<file path="config.mk">
export PLATFORM = sky130hd
export DESIGN_NAME = gpio_irq_ctrl
export DESIGN_NICKNAME = d
export VERILOG_FILES = /design/src/rtl/gpio_pkg.sv /design/src/rtl/gpio_sync.sv /design/src/rtl/gpio_pin_det.sv /design/src/rtl/gpio_irq_ctrl.sv
export SDC_FILE = /design/constraint.sdc
export NUM_CORES = 1
export LEC_CHECK = 0
export BUFFER_PORTS_ARGS = -buffer_cell sky130_fd_sc_hd__buf_2
export CELL_PAD_IN_SITES_DETAIL_PLACEMENT = 1
export CELL_PAD_IN_SITES_GLOBAL_PLACEMENT = 2
export CORE_UTILIZATION = 33
export DETAILED_ROUTE_END_ITERATION = 8
export GPL_TIMING_DRIVEN = 1
export PLACE_DENSITY = 0.85
export SYNTH_ARGS = -nofsm -noshare
export SYNTH_HDL_FRONTEND = slang
export SYNTH_HIERARCHICAL = 1
export SYNTH_SLANG_ARGS = --single-unit
</file>
<file path="constraint.sdc">
create_clock -name clk_i -period 5.33 [get_ports clk_i]
set_clock_uncertainty 0.1 [all_clocks]
set_input_delay 0.2665 -clock clk_i [delete_from_list [all_inputs] [get_ports clk_i]]
set_output_delay 0.2665 -clock clk_i [all_outputs]
set_load 0.02 [all_outputs]
</file>
<file path="src/rtl/gpio_pkg.sv">
`timescale 1ns/1ps
package gpio_pkg;
  localparam int unsigned BUS_W         = 32;
  localparam int unsigned ADDR_W        = 6;
  localparam int unsigned MODE_W        = 3;
  localparam int unsigned FIELD_SP      = 4;
  localparam int unsigned PINS_PER_MODE = BUS_W / FIELD_SP;
  localparam int unsigned MODE_REGS     = 2;

  localparam logic [2:0] TRIG_FALL = 3'd0;
  localparam logic [2:0] TRIG_RISE = 3'd1;
  localparam logic [2:0] TRIG_LOW  = 3'd2;
  localparam logic [2:0] TRIG_HIGH = 3'd3;
  localparam logic [2:0] TRIG_BOTH = 3'd4;

  // word index = byte address [5:2]
  localparam logic [3:0] REG_IEN    = 4'd0;
  localparam logic [3:0] REG_ISTAT  = 4'd1;
  localparam logic [3:0] REG_IDISP  = 4'd2;
  localparam logic [3:0] REG_ICLR   = 4'd3;
  localparam logic [3:0] REG_MSET   = 4'd4;
  localparam logic [3:0] REG_MCLR   = 4'd5;
  localparam logic [3:0] REG_DOUT   = 4'd6;
  localparam logic [3:0] REG_DIN    = 4'd7;
  localparam logic [3:0] REG_DIR    = 4'd8;
  localparam logic [3:0] REG_MODE0  = 4'd9;
  localparam logic [3:0] REG_MODE1  = 4'd10;
  localparam logic [3:0] REG_USESEL = 4'd14;
  localparam logic [3:0] REG_SRST   = 4'd15;
endpackage

</file>
<file path="src/rtl/gpio_sync.sv">
`timescale 1ns/1ps
module gpio_sync #(
  parameter int unsigned W = 12
) (
  input  logic         clk_i,
  input  logic         rst_ni,
  input  logic [W-1:0] d_i,
  output logic [W-1:0] q_o
);
  logic [W-1:0] s1_q, s2_q;

  always_ff @(posedge clk_i or negedge rst_ni) begin
    if (!rst_ni) begin
      s1_q <= '0;
      s2_q <= '0;
    end else begin
      s1_q <= d_i;
      s2_q <= s1_q;
    end
  end

  assign q_o = s2_q;
endmodule

</file>
<file path="src/rtl/gpio_pin_det.sv">
`timescale 1ns/1ps
module gpio_pin_det
  import gpio_pkg::*;
(
  input  logic              clk_i,
  input  logic              rst_ni,
  input  logic              srst_i,
  input  logic              lvl_i,
  input  logic              en_i,
  input  logic              clr_i,
  input  logic              mode_we_i,
  input  logic [MODE_W-1:0] mode_wd_i,
  output logic [MODE_W-1:0] mode_o,
  output logic              stat_o
);
  logic              prev_q;
  logic              stat_q;
  logic [MODE_W-1:0] mode_q;
  logic              hit;

  always_ff @(posedge clk_i or negedge rst_ni) begin
    if (!rst_ni) prev_q <= 1'b0;
    else         prev_q <= lvl_i;
  end

  always_ff @(posedge clk_i or negedge rst_ni) begin
    if (!rst_ni)        mode_q <= TRIG_FALL;
    else if (srst_i)    mode_q <= TRIG_FALL;
    else if (mode_we_i) mode_q <= mode_wd_i;
  end

  always_comb begin
    case (mode_q)
      TRIG_FALL: hit = prev_q & ~lvl_i;
      TRIG_RISE: hit = ~prev_q & lvl_i;
      TRIG_LOW:  hit = ~lvl_i;
      TRIG_HIGH: hit = lvl_i;
      TRIG_BOTH: hit = prev_q ^ lvl_i;
      default:   hit = 1'b0;
    endcase
  end

  // a new event outranks a clear in the same cycle
  always_ff @(posedge clk_i or negedge rst_ni) begin
    if (!rst_ni)     stat_q <= 1'b0;
    else if (srst_i) stat_q <= 1'b0;
    else             stat_q <= (stat_q & ~clr_i) | (hit & en_i);
  end

  assign mode_o = mode_q;
  assign stat_o = stat_q;

  a_r6_set_needs_enable: assert property (@(posedge clk_i) disable iff (!rst_ni)
    $rose(stat_q) |-> $past(en_i));

  a_r7_level_refire: assert property (@(posedge clk_i) disable iff (!rst_ni)
    (!srst_i && en_i && mode_q == TRIG_HIGH && lvl_i) |=> stat_q);

  a_r5_idle_code: assert property (@(posedge clk_i) disable iff (!rst_ni)
    (!srst_i && !mode_we_i && mode_q > TRIG_BOTH && !stat_q) |=> !stat_q);

  a_r8_event_wins: assert property (@(posedge clk_i) disable iff (!rst_ni)
    (!srst_i && en_i && hit && clr_i) |=> stat_q);
endmodule

</file>
<file path="src/rtl/gpio_irq_ctrl.sv">
`timescale 1ns/1ps
module gpio_irq_ctrl
  import gpio_pkg::*;
#(
  parameter int unsigned NUM_PINS = 12
) (
  input  logic                clk_i,
  input  logic                rst_ni,
  input  logic                bus_req_i,
  input  logic                bus_we_i,
  input  logic [ADDR_W-1:0]   bus_addr_i,
  input  logic [BUS_W-1:0]    bus_wdata_i,
  output logic [BUS_W-1:0]    bus_rdata_o,
  input  logic [NUM_PINS-1:0] pin_i,
  output logic [NUM_PINS-1:0] pin_o,
  output logic [NUM_PINS-1:0] pin_oe_o,
  output logic                irq_o
);
  localparam int unsigned PAD_W = BUS_W - NUM_PINS;

  logic [3:0]          widx;
  logic                acc_ok;
  logic                wr_en;
  logic                srst_q;
  logic [NUM_PINS-1:0] wd;
  logic [NUM_PINS-1:0] en_q, mask_q, dout_q, dir_q, use_q;
  logic [NUM_PINS-1:0] din_s, stat_v, disp_v, clr_v;
  logic [MODE_W-1:0]   mode_v [NUM_PINS];
  logic [BUS_W-1:0]    mode_rd [MODE_REGS];

  assign widx   = bus_addr_i[5:2];
  assign acc_ok = (bus_addr_i[1:0] == 2'b00);
  assign wr_en  = bus_req_i & bus_we_i & acc_ok & ~srst_q;
  assign wd     = bus_wdata_i[NUM_PINS-1:0];
  assign clr_v  = (wr_en && widx == REG_ICLR) ? wd : '0;

  always_ff @(posedge clk_i or negedge rst_ni) begin
    if (!rst_ni) srst_q <= 1'b0;
    else if (bus_req_i && bus_we_i && acc_ok && widx == REG_SRST)
      srst_q <= bus_wdata_i[0];
  end

  always_ff @(posedge clk_i or negedge rst_ni) begin
    if (!rst_ni) begin
      en_q   <= '0;
      mask_q <= '0;
      dout_q <= '0;
      dir_q  <= '0;
      use_q  <= '0;
    end else if (srst_q) begin
      en_q   <= '0;
      mask_q <= '0;
      dout_q <= '0;
      dir_q  <= '0;
      use_q  <= '0;
    end else if (wr_en) begin
      case (widx)
        REG_IEN:    en_q   <= wd;
        REG_MSET:   mask_q <= mask_q | wd;
        REG_MCLR:   mask_q <= mask_q & ~wd;
        REG_DOUT:   dout_q <= wd;
        REG_DIR:    dir_q  <= wd;
        REG_USESEL: use_q  <= wd;
        default: ;
      endcase
    end
  end

  gpio_sync #(.W(NUM_PINS)) u_sync (
    .clk_i  (clk_i),
    .rst_ni (rst_ni),
    .d_i    (pin_i),
    .q_o    (din_s)
  );

  for (genvar p = 0; p < NUM_PINS; p++) begin : g_pin
    localparam logic [3:0]  MADR = REG_MODE0 + 4'(p / PINS_PER_MODE);
    localparam int unsigned POS  = (p % PINS_PER_MODE) * FIELD_SP;
    gpio_pin_det u_det (
      .clk_i     (clk_i),
      .rst_ni    (rst_ni),
      .srst_i    (srst_q),
      .lvl_i     (din_s[p]),
      .en_i      (en_q[p]),
      .clr_i     (clr_v[p]),
      .mode_we_i (wr_en && widx == MADR),
      .mode_wd_i (bus_wdata_i[POS +: MODE_W]),
      .mode_o    (mode_v[p]),
      .stat_o    (stat_v[p])
    );
  end

  always_comb begin
    for (int r = 0; r < MODE_REGS; r++) mode_rd[r] = '0;
    for (int p = 0; p < NUM_PINS; p++)
      mode_rd[p / PINS_PER_MODE][(p % PINS_PER_MODE) * FIELD_SP +: MODE_W] = mode_v[p];
  end

  assign disp_v = stat_v & ~mask_q;

  always_comb begin
    bus_rdata_o = '0;
    if (acc_ok) begin
      case (widx)
        REG_IEN:    bus_rdata_o = {{PAD_W{1'b0}}, en_q};
        REG_ISTAT:  bus_rdata_o = {{PAD_W{1'b0}}, stat_v};
        REG_IDISP:  bus_rdata_o = {{PAD_W{1'b0}}, disp_v};
        REG_MSET,
        REG_MCLR:   bus_rdata_o = {{PAD_W{1'b0}}, mask_q};
        REG_DOUT:   bus_rdata_o = {{PAD_W{1'b0}}, dout_q};
        REG_DIN:    bus_rdata_o = {{PAD_W{1'b0}}, din_s};
        REG_DIR:    bus_rdata_o = {{PAD_W{1'b0}}, dir_q};
        REG_MODE0:  bus_rdata_o = mode_rd[0];
        REG_MODE1:  bus_rdata_o = mode_rd[1];
        REG_USESEL: bus_rdata_o = {{PAD_W{1'b0}}, use_q};
        REG_SRST:   bus_rdata_o = {{(BUS_W-1){1'b0}}, srst_q};
        default:    bus_rdata_o = '0;
      endcase
    end
  end

  assign pin_o    = dout_q;
  assign pin_oe_o = dir_q;
  assign irq_o    = |disp_v;

  a_r10_soft_hold: assert property (@(posedge clk_i) disable iff (!rst_ni)
    srst_q |=> (pin_oe_o == '0 && pin_o == '0 && !irq_o));

  a_r9_mask_set: assert property (@(posedge clk_i) disable iff (!rst_ni)
    (wr_en && widx == REG_MSET) |=> ((mask_q & $past(wd)) == $past(wd)));

  a_r9_mask_clr: assert property (@(posedge clk_i) disable iff (!rst_ni)
    (wr_en && widx == REG_MCLR) |=> ((mask_q & $past(wd)) == '0));

  a_r9_irq_needs_pending: assert property (@(posedge clk_i) disable iff (!rst_ni)
    irq_o |-> (stat_v != '0));
endmodule

</file>
# ---- After elaboration in Yosys (flattened, before gate mapping)
# Cells that the tools add are included.
dict set report word_totals {
  ff_bits 145
  wordCells 322
  in_bits 54
  out_inout_bits 57
}
dict set report op_classes {
  bitwise_logic 117
  n_reduce_logical 35
  n_mux 66
  n_eq_ne 60
}
# operator count
set op_table {}
lappend op_table {{$pmux W31 S11} 1}
lappend op_table {{$mux W12} 15}
lappend op_table {{$eq A3 B2 Y1 const B} 24}
lappend op_table {{$mux W3} 24}
lappend op_table {{$pmux W1 S5} 12}
lappend op_table {{$and A1 B1 Y1} 51}
lappend op_table {{$not A1 Y1} 37}
lappend op_table {{$eq A3 B1 Y1 const B} 12}
lappend op_table {{$eq A3 B3 Y1 const B} 12}
lappend op_table {{$logic_not A3 Y1} 12}
lappend op_table {{$mux W31} 1}
lappend op_table {{$and A12 B12 Y12} 2}
lappend op_table {{$not A12 Y12} 2}
lappend op_table {{$pmux W12 S2} 1}
lappend op_table {{$eq A4 B4 Y1 const B} 5}
lappend op_table {{$eq A4 B3 Y1 const B} 4}
lappend op_table {{$reduce_bool A2 Y1} 7}
lappend op_table {{$mux W1} 12}
lappend op_table {{$or A1 B1 Y1} 12}
lappend op_table {{$or A12 B12 Y12} 1}
lappend op_table {{$reduce_or A12 Y1} 1}
lappend op_table {{$xor A1 B1 Y1} 12}
lappend op_table {{$reduce_and A2 Y1} 5}
lappend op_table {{$eq A4 B2 Y1 const B} 2}
lappend op_table {{6 further kinds} 11}

# ---- Logic depth before layout (Yosys ltp)
dict set report depth {
  depth_word 9
  ltp_mapped 8
  depth_no_buf 7
}

# ---- Modules after synthesis
# Netlist, hierarchy kept.
# module seq_area_each_um2 area_each_um2 instances cells_each
set modules_own_cells {}
lappend modules_own_cells {gpio_irq_ctrl 1526.5 3952.5 1 453}
lappend modules_own_cells {gpio_pin_det 125.1 269.0 12 24}
lappend modules_own_cells {gpio_sync 600.6 600.6 1 24}

# ---- Worst setup path after synthesis
# Ideal clock, no wire load.
dict set report synth_timing {
  path_kind {reg2reg}
  from {register srst_q}
  to {register g_pin[0].u_det.mode_q[0]}
  setup_slack_ns 0.083
  setup_time_ns 0.173
  stages_incl_launch_ff 5
  t_required_ns 5.057
  arrival_time_ns 4.974
  path_cell_list {dfrtp_1 clkbuf_1 nor4_1 mux2i_1 nor2_1}
}
dict set report synth_via {
  elab_chain_len 4
}
# item line
set synth_lines {}
lappend synth_lines {{start, declared} gpio_irq_ctrl.sv:24} ;# logic srst_q;
lappend synth_lines {{start signal, assigned} gpio_irq_ctrl.sv:40} ;# srst_q <= bus_wdata_i[0];
lappend synth_lines {{$not A1 Y1} gpio_irq_ctrl.sv:33} ;# assign wr_en = bus_req_i & bus_we_i & acc_ok & ~srst_q;
lappend synth_lines {{$and A1 B1 Y1} gpio_irq_ctrl.sv:33}
lappend synth_lines {{$logic_and A1 B1 Y1} gpio_irq_ctrl.sv:86} ;# .mode_we_i (wr_en && widx == MADR),
lappend synth_lines {{$reduce_bool A2 Y1 (no line)} n/a}
lappend synth_lines {{end signal, assigned} gpio_pin_det.sv:29} ;# else if (mode_we_i) mode_q <= mode_wd_i;
lappend synth_lines {{end, declared} gpio_pin_det.sv:18} ;# logic [MODE_W-1:0] mode_q;
# Parallel ways exist; a longest one is shown, timed or not.
# A chain may end at the register's enable or synchronous reset.

# ---- Worst setup path after layout
dict set report layout_timing {
  from {input bus_addr_i[3]}
  to {output bus_rdata_o[6]}
}
dict set report layout_via {
  elab_chain_len 4
}
# item line
set layout_lines {}
lappend layout_lines {{start, declared} gpio_irq_ctrl.sv:11} ;# input logic [ADDR_W-1:0] bus_addr_i,
lappend layout_lines {{$eq A4 B3 Y1} gpio_irq_ctrl.sv:104} ;# case (widx)
lappend layout_lines {{$reduce_or A2 Y1} gpio_irq_ctrl.sv:104}
lappend layout_lines {{$pmux W31 S11 (*)} gpio_irq_ctrl.sv:104}
lappend layout_lines {{$mux W31 (*)} gpio_irq_ctrl.sv:103} ;# if (acc_ok) begin
lappend layout_lines {{end, declared} gpio_irq_ctrl.sv:13} ;# output logic [BUS_W-1:0] bus_rdata_o,
# Every way passes the cells marked *; elsewhere a longest branch is shown, timed or not.

==> impl_metrics.toml <==
[power_and_ir_drop]
p_seq_share_pct = 43.8
max-vdd-ir-drop_mv = 0.189
switchingPower_uw = 748
power_density_mw_per_mm2 = 298
p_total_mw = 2.80
internal-power_mw = 2.05
p_leak_nw = 4.30
comb_power_share_pct = 10.6
p_sw_share_pct = 26.7
clock_power_share_pct = 45.7

[clocking]
cts_root_buf = "clkbuf_16"
numCtsBuffers = 17
cts_buffer_depth = 2
cts_sinks = 145
holdBufCountCts = 21
cts_setup_buffers = 0
cts_max_level = 4
cts_resized = 0
cts_tree = "done"
clock_latency_ns = 0.42
path_clk_slew_ns = 0.06

[global_routing]
grt_pass1_wl_um = 40000
grt_start_max_net_pins = 95
antenna_found_initial = 0
grt_pass1_vias = 6936
grt_usage_pct = 21.9
grt_overflow_total = 0

[route]
wire_per_inst_um = 21.1
vias = 6517
antenna_left = 0
wl_um = 25400
drc = 0
detail_route.vias_per_cell = 5.41
drt_pass1_iterations = 5
dr.first_iter.drc_count = 452

[timing]
hold_viol_final = 0
fmax_ghz = 0.315
period_minus_slack_ns = 3.18
finalSetupViolCount = 0
relSlewSlack_pct = 21.6
rsz0062_at_grt = "false"
tns_ns = 0
setup_ws_ns = 2.15
fin_crit_sh_pct = 59.6
worst_pin_slew_ns = 1.17
slew_viol_final = 0
whs_ns = 0.00637

[floorplan]
die_w_um = 156
start_util_pct = 34.1
fp-row-count = 55
core_mm2 = 0.0228
io_pins = 111
fp.dieArea_mm2 = 0.0242
die_y_um = 156

[hold_path]
hp-class = "primary input to flip-flop"
worstHoldPathCells = 3

[worst_setup_path]
max_stage_delay_ns = 0.73
r2r_start = "srst_q"
path_depth = 6
cp_common_cell = "buf_2"
arrival_ns = 2.81
startpoint_type = "primary input"
worstPathMaxFanout = 36
crit_end = "bus_rdata_o[6]"
cp.required_ns = 4.96
rr_endpoint = "g_pin[5].u_det/stat_o"
crit_chain = "buf_2 -> nand2b_1 -> nor2_1 -> a22oi_1 -> a41oi_1 -> buf_2"
critPathKind = "primary input to output port"
critical-path-top-delay-family = "simple AND/OR/NAND/NOR gates"
reg2reg_slack_ns = 2.89
startpoint = "bus_addr_i[3]"
crit_path_end_kind = "output port"
worstRegToRegCells = 6
crit_buf_inv = 2
crit_slowest_cell = "nor2_1"

[finish]
fill_cells = 2619
drive_above_1_share_pct = 18.4
antenna_cells = 0
area_delta_synth_final_pct = 20.8
final_cells = 1204
nets = 956
post-route-util_pct = 41.1
final_area_mm2 = 0.00940

[synthesis]
yosysMostFrequentCell = "dfrtp_1"
synth_top_cell_by_area = "dfrtp_1"
yosysSeqAreaShare_pct = 46.6
synth_top_area_share_pct = 46.6
syn_inst = 765
ys_warn_count = 6
synth.distinct_cells = 55
syn_avg_cell_area_um2 = 10.2
synth_edf_count = 0
synth_ff_type = "dfrtp_1"
synth_area_leaders = "dfrtp_1 47%, mux2i_1 11%, nor2_1 4.9%"
synth_common_cells = "145 x dfrtp_1, 102 x nor2_1, 82 x mux2i_1"
synth.cell_area_mm2 = 0.00778
async_flop_share_pct = 100
ys_ff_latch = 145

[placement]
io_buffers = 100
postPlaceCellArea_mm2 = 0.00857
hpwl_um = 16300
pre_cts_slack_ns = 2.18
gp_congestion = 0.826
dp.cells = 1151

[outcome]
status = "complete, no violations"

[job]
maxCapViolCount = 0
-- worst register-to-register path: stages, from the launching register on --
cell	delay, ns
dfrtp_4	0.84
nor2_1	0.13
and4_1	0.47
and2_1	0.29
nor2b_1	0.17
nor2_1	0.08
a311oi_2	0.27
-- layer usage --
metal	track usage (%)	up-vias	wire length, µm
li1	-	2950	-
met5	0	-	0
met3	4.42	40	1390
met4	7.28	0	660
met1	28.5	3308	11200
met2	36.3	219	12100
-- cells by family (layout without fill, tap and decap cells) --
logic type / count (synthesis) / in the layout / share of synthesized area, %
buffers and inverters: 78 / 200 / 4.61
other: 1 / 5 / 0.0482
XOR/XNOR: 12 / 12 / 1.35
AO/OA/AOI/OAI: 140 / 140 / 13.9
multiplexers: 85 / 85 / 11.1
adder cells (fa/ha/maj): 24 / 24 / 3.86
AND/OR/NAND/NOR: 280 / 280 / 18.5
flip-flops: 145 / 145 / 46.6
-- worst min path at each step --
stage,from,slack (ns),endpoint
2_1_floorplan,rst_ni,-0.13,en_q[0]
3_3_place_gp,u_sync/s1_q[1],0.23,u_sync/q_o[1]
3_5_place_dp,u_sync/s1_q[1],0.24,u_sync/q_o[1]
4_1_cts,bus_wdata_i[25],0.002,g_pin[6].u_det/mode_o[1]
5_1_grt,bus_wdata_i[25],0.004,g_pin[6].u_det/mode_o[1]
6_report,bus_wdata_i[25],0.006,g_pin[6].u_det/mode_o[1]
-- flip-flops by register name (all words and copies together), names as in the netlist --
name and count:
pin_o 12, g_pin.u_det/mode_o 36, u_sync/s1_q 12, u_sync/q_o 12
en_q 12, pin_oe_o 12, use_q 12, g_pin.u_det/prev_q 12
mask_q 12, srst_q 1, g_pin.u_det/stat_o 12
-- cell type report --
type	count	area (µm²)	share of cell area, %
Multi-Input combinational cell	546	3820	40.7
Inverter	36	135	1.44
Clock inverter	12	181	1.93
Tap cell	313	392	4.17
Clock buffer	20	437	4.65
Sequential cell	145	3630	38.6
Timing Repair Buffer	132	800	8.51
-- placed cells by master (no fill, tap or decap), types with 3 or more instances in the layout --
cell type | netlist | layout
a311oi_2 | 12 | 12
a21oi_1 | 38 | 38
conb_1 | 1 | 5
xnor2_1 | 12 | 12
clkinv_4 | 0 | 3
ha_1 | 24 | 24
nor2b_1 | 17 | 17
a32o_1 | 6 | 6
o21ai_0 | 11 | 11
and2_1 | 28 | 28
nor4b_1 | 13 | 13
clkbuf_16 | 0 | 17
nor2_1 | 102 | 102
clkbuf_1 | 19 | 3
dlygate4sd3_1 | 0 | 21
a22o_1 | 10 | 10
nand2b_1 | 7 | 7
nand2_1 | 57 | 57
inv_1 | 36 | 36
a221oi_1 | 12 | 12
buf_4 | 13 | 11
nand3_1 | 10 | 10
or3_1 | 12 | 12
mux2i_1 | 82 | 82
bufinv_16 | 0 | 4
dfrtp_1 | 145 | 144
a22oi_1 | 8 | 8
buf_2 | 8 | 99
nand3b_1 | 16 | 16
a32oi_1 | 6 | 6
a311oi_1 | 13 | 13
a31oi_1 | 10 | 10
-- power groups by stage --
stage                     logic (mW)  clock network, mW  registers (mW)
after floorplan                0.165                  0            1.23
after global placement         0.275                  0            1.24
after detailed placement       0.285                  0            1.25
after CTS                      0.299               1.31            1.23
after global routing           0.327               1.35            1.24
final                          0.296               1.28            1.23
Note: power is estimated with default switching activity, not from simulation.
